## config.mk

```make
export PLATFORM = sky130hd
export DESIGN_NAME = dbuf_uart_tx
export DESIGN_NICKNAME = d
export VERILOG_FILES = /design/src/rtl/dbtx_pkg.sv /design/src/rtl/dbtx_bit_timer.sv /design/src/rtl/dbtx_serializer.sv /design/src/rtl/dbtx_status.sv /design/src/rtl/dbuf_uart_tx.sv
export SDC_FILE = /design/constraint.sdc
export NUM_CORES = 1
export LEC_CHECK = 0
export ABC_AREA = 1
export BUFFER_PORTS_ARGS = -buffer_cell sky130_fd_sc_hd__clkbuf_2
export CORE_MARGIN = 2
export CORE_UTILIZATION = 40
export CTS_BUF_LIST = sky130_fd_sc_hd__clkbuf_4 sky130_fd_sc_hd__clkbuf_8
export DETAILED_ROUTE_END_ITERATION = 6
export GPL_TIMING_DRIVEN = 0
export PLACE_DENSITY = 0.59
export SYNTH_ARGS = -nofsm -noshare
export SYNTH_HDL_FRONTEND = slang
export SYNTH_HIERARCHICAL = 1
export SYNTH_SLANG_ARGS = --single-unit
```

## constraint.sdc

```tcl
create_clock -name clk -period 3.8 [get_ports clk]
set_clock_uncertainty 0.2 [all_clocks]
set_input_delay 0.76 -clock clk [delete_from_list [all_inputs] [get_ports clk]]
set_output_delay 0.76 -clock clk [all_outputs]
set_load 0.005 [all_outputs]
```

## src/rtl/dbtx_pkg.sv

```systemverilog
package dbtx_pkg;

    localparam int unsigned CHAR_W = 8;

    typedef enum logic [1:0] {
        XB_EVEN  = 2'd0,
        XB_ODD   = 2'd1,
        XB_MP    = 2'd2,
        XB_MP_HI = 2'd3
    } xbit_mode_e;

    typedef enum logic [2:0] {
        ST_IDLE,
        ST_START,
        ST_DATA,
        ST_XBIT,
        ST_STOP
    } tx_state_e;

    typedef struct packed {
        logic       short_char;
        logic       xbit_en;
        xbit_mode_e xmode;
        logic       two_stop;
        logic       mp_val;
    } frame_cfg_t;

    // Value of the bit that follows the data field
    function automatic logic xbit_calc(
        input logic [CHAR_W-1:0] d,
        input logic              short_char,
        input xbit_mode_e        m,
        input logic              mp
    );
        logic [CHAR_W-1:0] used;
        logic              par;
        logic              res;
        used = d;
        if (short_char) used[CHAR_W-1] = 1'b0;
        par = ^used;
        case (m)
            XB_EVEN: res = par;
            XB_ODD:  res = ~par;
            default: res = mp;
        endcase
        return res;
    endfunction

endpackage

```

## src/rtl/dbtx_bit_timer.sv

```systemverilog
module dbtx_bit_timer #(
    parameter int unsigned OSR = 16
) (
    input  logic clk,
    input  logic rst,
    input  logic run,
    input  logic tick,
    output logic bit_end
);
    localparam int unsigned CW = (OSR > 1) ? $clog2(OSR) : 1;
    localparam logic [CW-1:0] LAST = CW'(OSR - 1);

    logic [CW-1:0] cnt;

    assign bit_end = run && tick && (cnt == LAST);

    always_ff @(posedge clk) begin
        if (rst || !run) begin
            cnt <= '0;
        end else if (tick) begin
            cnt <= bit_end ? '0 : cnt + 1'b1;
        end
    end
endmodule

```

## src/rtl/dbtx_serializer.sv

```systemverilog
module dbtx_serializer
    import dbtx_pkg::*;
(
    input  logic              clk,
    input  logic              rst,
    input  logic              bit_end,
    input  logic              pending,
    input  logic [CHAR_W-1:0] hold_q,
    input  frame_cfg_t        cfg_in,
    output logic              txd,
    output logic              busy,
    output logic              load,
    output logic              done_idle
);
    localparam int unsigned IW = $clog2(CHAR_W);
    localparam logic [IW-1:0] LAST_FULL  = IW'(CHAR_W - 1);
    localparam logic [IW-1:0] LAST_SHORT = IW'(CHAR_W - 2);

    tx_state_e         state;
    logic [CHAR_W-1:0] shreg;
    logic [IW-1:0]     bit_idx;
    logic              stop_idx;
    logic              xbit_q;
    frame_cfg_t        cfg_q;

    logic          last_stop;
    logic [IW-1:0] last_data;

    assign last_data = cfg_q.short_char ? LAST_SHORT : LAST_FULL;
    assign last_stop = (state == ST_STOP) && (stop_idx == cfg_q.two_stop);
    assign load      = pending && ((state == ST_IDLE) || (last_stop && bit_end));
    assign done_idle = !pending && last_stop && bit_end;
    assign busy      = (state != ST_IDLE);

    always_comb begin
        case (state)
            ST_START: txd = 1'b0;
            ST_DATA:  txd = shreg[0];
            ST_XBIT:  txd = xbit_q;
            default:  txd = 1'b1;
        endcase
    end

    always_ff @(posedge clk) begin
        if (rst) begin
            state    <= ST_IDLE;
            shreg    <= '0;
            bit_idx  <= '0;
            stop_idx <= 1'b0;
            xbit_q   <= 1'b0;
            cfg_q    <= '0;
        end else if (load) begin
            state    <= ST_START;
            shreg    <= hold_q;
            cfg_q    <= cfg_in;
            xbit_q   <= xbit_calc(hold_q, cfg_in.short_char, cfg_in.xmode, cfg_in.mp_val);
            bit_idx  <= '0;
            stop_idx <= 1'b0;
        end else if (bit_end) begin
            case (state)
                ST_START: state <= ST_DATA;
                ST_DATA: begin
                    if (bit_idx == last_data) begin
                        state    <= cfg_q.xbit_en ? ST_XBIT : ST_STOP;
                        stop_idx <= 1'b0;
                    end else begin
                        bit_idx <= bit_idx + 1'b1;
                        shreg   <= shreg >> 1;
                    end
                end
                ST_XBIT: begin
                    state    <= ST_STOP;
                    stop_idx <= 1'b0;
                end
                ST_STOP: begin
                    if (last_stop) state <= ST_IDLE;
                    else           stop_idx <= 1'b1;
                end
                default: state <= ST_IDLE;
            endcase
        end
    end
endmodule

```

## src/rtl/dbtx_status.sv

```systemverilog
module dbtx_status
    import dbtx_pkg::*;
(
    input  logic              clk,
    input  logic              rst,
    input  logic              hold_we,
    input  logic [CHAR_W-1:0] hold_wdata,
    input  logic              empty_clr,
    input  logic              load,
    input  logic              done_idle,
    input  logic              txi_en,
    input  logic              tei_en,
    output logic [CHAR_W-1:0] hold_q,
    output logic              empty_q,
    output logic              end_q,
    output logic              txi_req,
    output logic              tei_req
);
    always_ff @(posedge clk) begin
        if (rst) begin
            hold_q  <= '0;
            empty_q <= 1'b1;
            end_q   <= 1'b1;
        end else begin
            if (hold_we) hold_q <= hold_wdata;
            if (load)           empty_q <= 1'b1;
            else if (empty_clr) empty_q <= 1'b0;
            if (empty_clr)      end_q <= 1'b0;
            else if (done_idle) end_q <= 1'b1;
        end
    end

    assign txi_req = empty_q && txi_en;
    assign tei_req = end_q && tei_en;
endmodule

```

## src/rtl/dbuf_uart_tx.sv

```systemverilog
module dbuf_uart_tx
    import dbtx_pkg::*;
#(
    parameter int unsigned OSR = 16
) (
    input  logic              clk,
    input  logic              rst,
    input  logic              hold_we,
    input  logic [CHAR_W-1:0] hold_wdata,
    input  logic              empty_clr,
    input  logic              cfg_short,
    input  logic              cfg_xbit_en,
    input  logic [1:0]        cfg_xmode,
    input  logic              cfg_two_stop,
    input  logic              cfg_mp_bit,
    input  logic              baud_tick,
    input  logic              txi_en,
    input  logic              tei_en,
    output logic              txd,
    output logic              empty_flag,
    output logic              end_flag,
    output logic              txi_req,
    output logic              tei_req
);
    frame_cfg_t        cfg_in;
    logic [CHAR_W-1:0] hold_q;
    logic              tx_busy;
    logic              tx_load;
    logic              tx_done;
    logic              bit_end;
    logic              pending;

    assign cfg_in.short_char = cfg_short;
    assign cfg_in.xbit_en    = cfg_xbit_en;
    assign cfg_in.xmode      = xbit_mode_e'(cfg_xmode);
    assign cfg_in.two_stop   = cfg_two_stop;
    assign cfg_in.mp_val     = cfg_mp_bit;
    assign pending           = !empty_flag;

    dbtx_status i_status (
        .clk       (clk),
        .rst       (rst),
        .hold_we   (hold_we),
        .hold_wdata(hold_wdata),
        .empty_clr (empty_clr),
        .load      (tx_load),
        .done_idle (tx_done),
        .txi_en    (txi_en),
        .tei_en    (tei_en),
        .hold_q    (hold_q),
        .empty_q   (empty_flag),
        .end_q     (end_flag),
        .txi_req   (txi_req),
        .tei_req   (tei_req)
    );

    dbtx_bit_timer #(.OSR(OSR)) i_timer (
        .clk    (clk),
        .rst    (rst),
        .run    (tx_busy),
        .tick   (baud_tick),
        .bit_end(bit_end)
    );

    dbtx_serializer i_ser (
        .clk      (clk),
        .rst      (rst),
        .bit_end  (bit_end),
        .pending  (pending),
        .hold_q   (hold_q),
        .cfg_in   (cfg_in),
        .txd      (txd),
        .busy     (tx_busy),
        .load     (tx_load),
        .done_idle(tx_done)
    );
endmodule

```

==> results.ini <==
[logic_synthesis]
async_flop_share = 0
synth_top_area_frac = 0.3667
yosysSeqAreaShare = 0.3667
syn_nets = 298
yosysTopAreaCell = dfxtp_1
postSynthCellCount = 275
yosysUniqueCellTypes = 31
ys.flop_type = dfxtp_1
yosys_warnings = 6
synth_edf_count = 0
synthTopCellsByArea = dfxtp_1, nand2_1, nand3_1
ys_ff_latch = 33
syn_avg_cell_area_um2 = 6.552
syn_area_um2 = 1802

[timing]
tightest_slew_ps = 502.0
fin_crit_sh = 0.6448
setup_violations = 0
fmax_mhz = 408.1
timing.setup.tns_ps = 0
rsz0062_at_grt = false
holdWs_ps = 260.1
drv_slew = 0
hold_viol = 0
finalCriticalPeriod_ps = 2450
maxSlewHeadroom = 0.6654

[route]
vias_per_cell = 4.710
drtPass1Iterations = 4
drtIter0Drc = 56
ant_nets = 0
num_vias = 1691
routed_wl_um = 3821
drc = 0
routedWlPerCell_um = 10.64

[floorplanning]
die_w_um = 71.12
die-height_um = 71.12
core_um2 = 4354
pin_count = 26
design.die.area_um2 = 5057
std_cell_rows = 24
start_util = 0.4138

[setup_path]
crit_path_max_incr_delay_ps = 380
arrival_ps = 1490
cp-start-kind = flip-flop
cp_max_fo = 10
crit_top_cell = nand2_1
cp_top_family = simple AND/OR/NAND/NOR gates
worstPathRequired_ps = 2840
cp_cell_sequence = inv_1 > nand2_1 > nor2_4 > nand2_1 > o2111ai_1 > clkbuf_2
crit_buf_inv = 2
r2r_cells = 9
critical_path_class = reg2out
cp.depth = 6
cp-end-kind = output pin
crit_slowest_cell = dfxtp_1

[cts]
clock_latency_ps = 280
ctsResizeCount = 0
cts.clk_slew.worst_paths_ps = 70
clkSinkCount = 33
cts_root_buf = clkbuf_8
cts_setup_buffers = 0
cts_buffer_depth = 2
holdBufCountCts = 0
htreeDepth = 2
cts_made_buffers = 5
cts_tree = done

[finish]
drive_gt1_frac = 0.1596
fillCellCount = 466
fin_nets = 329
area_growth_syn_to_layout_pct = 15.35
n_antenna_cell = 0
stdcell_area_um2 = 2078

[global_routing]
overflow = 0
grt_max_degree = 11
grt_pass1_wl_um = 6513
grt_antenna_before_repair = 0
first_global_vias = 1537
grt_use_total = 0.1604

[place]
place_area_um2 = 1987
place_hpwl_um = 2835
gp_congestion = 0.8129
port_buffers = 24

[worst_hold_path]
hold_depth = 2
hp-class = reg2reg

[power_and_ir_drop]
leakage_nw = 1.009
ir_drop_uv = 204.7
power.density_nw_per_um2 = 373.3
total_power_w = 0.0007758

[job]
drv_cap = 0

[run_status]
status = completed

stage by stage:
step / std cells / setup slack, ps / utilization
after CTS: 359 / 1342 / 0.4773
after global routing: 359 / 1246 / 0.4773
after detailed placement: 351 / 1309 / 0.4563
after global placement: 351 / 1295 / 0.4563
final: 359 / 1350 / 0.4773
after floorplan: 275 / 1732 / -
tightest hold or removal path, delay by kind of cell, from the launching register on:
family	cells	cell delay (ps)
flops	1	310
simple gates	2	120
state kept, by name, indices dropped and copies added (netlist names):
signal	flops
i_ser/bit_idx	3
i_ser/cfg_q	3
i_ser/shreg	8
i_ser/state	3
i_ser/stop_idx	1
i_ser/xbit_q	1
i_status/empty_q	1
i_status/end_q	1
i_status/hold_q	8
i_timer/cnt	4
synth_stat cells, types with 3 or more instances:
master / instances
nand2_1: 89
inv_1: 36
dfxtp_1: 33
nand3_1: 30
nor2_1: 23
a21oi_1: 14
nand4_1: 10
o21ai_0: 6
buf_6: 3
nand3b_1: 3
power by group:
part	internal, W	leakage, nW	switching (W)
combinational	0.0000499	0.689	0.0000716
sequential	0.000365	0.270	0.0000156
clock	0.000151	0.0498	0.000122
total	0.000567	1.01	0.000209
per-layer routing:
layer  track usage  up-vias  routed length, um
met1        0.1942      724               1824
li1              -      935                  -
met4       0.06289        0                 57
met5             0        -                  0
met3       0.03561        5                140
met2        0.2762       27               1799
path summary, 6_finish.rpt:
kind | start | endpoint | slack (ps)
setup reg to reg | i_ser/state[2] | i_ser/shreg[4] | 1440
hold / removal | i_ser/xbit_q | i_ser/xbit_q | 260
hold reg to reg | i_ser/xbit_q | i_ser/xbit_q | 260
setup / recovery | i_ser/state[2] | txd | 1350
final cells by class:
| cell class | count | area, um2 | share of cell area |
|---|---|---|---|
| repair buffers | 24 | 120.1 | 0.05780 |
| flip-flops and latches | 33 | 660.6 | 0.3179 |
| well taps | 52 | 65.06 | 0.03131 |
| inverters | 39 | 146.4 | 0.07044 |
| multi-input cells | 196 | 944.7 | 0.4545 |
| plain buffers | 7 | 50.05 | 0.02408 |
| clock buffers | 8 | 91.34 | 0.04395 |
placed cells by master (no fill, tap or decap), types with 3 or more instances in the layout:
cell,Yosys,routed
clkbuf_2,0,24
nand2_1,89,89
clkbuf_4,0,3
nand3b_1,3,3
clkbuf_8,0,5
nand4_1,10,10
o21ai_0,6,6
dfxtp_1,33,33
inv_1,36,36
nor2_1,23,23
a21oi_1,14,14
buf_6,3,3
nand3_1,30,30
logic make-up after synthesis:
family | share of synthesized area
and+or+nand+nor | 0.4118
AOI/OAI and AO/OA | 0.08890
DFF | 0.3667
adders and majority gates | 0.01389
buffers and inverters | 0.1090
xor gates and xnor gates | 0.009724
(Power assumes the default switching activity.)
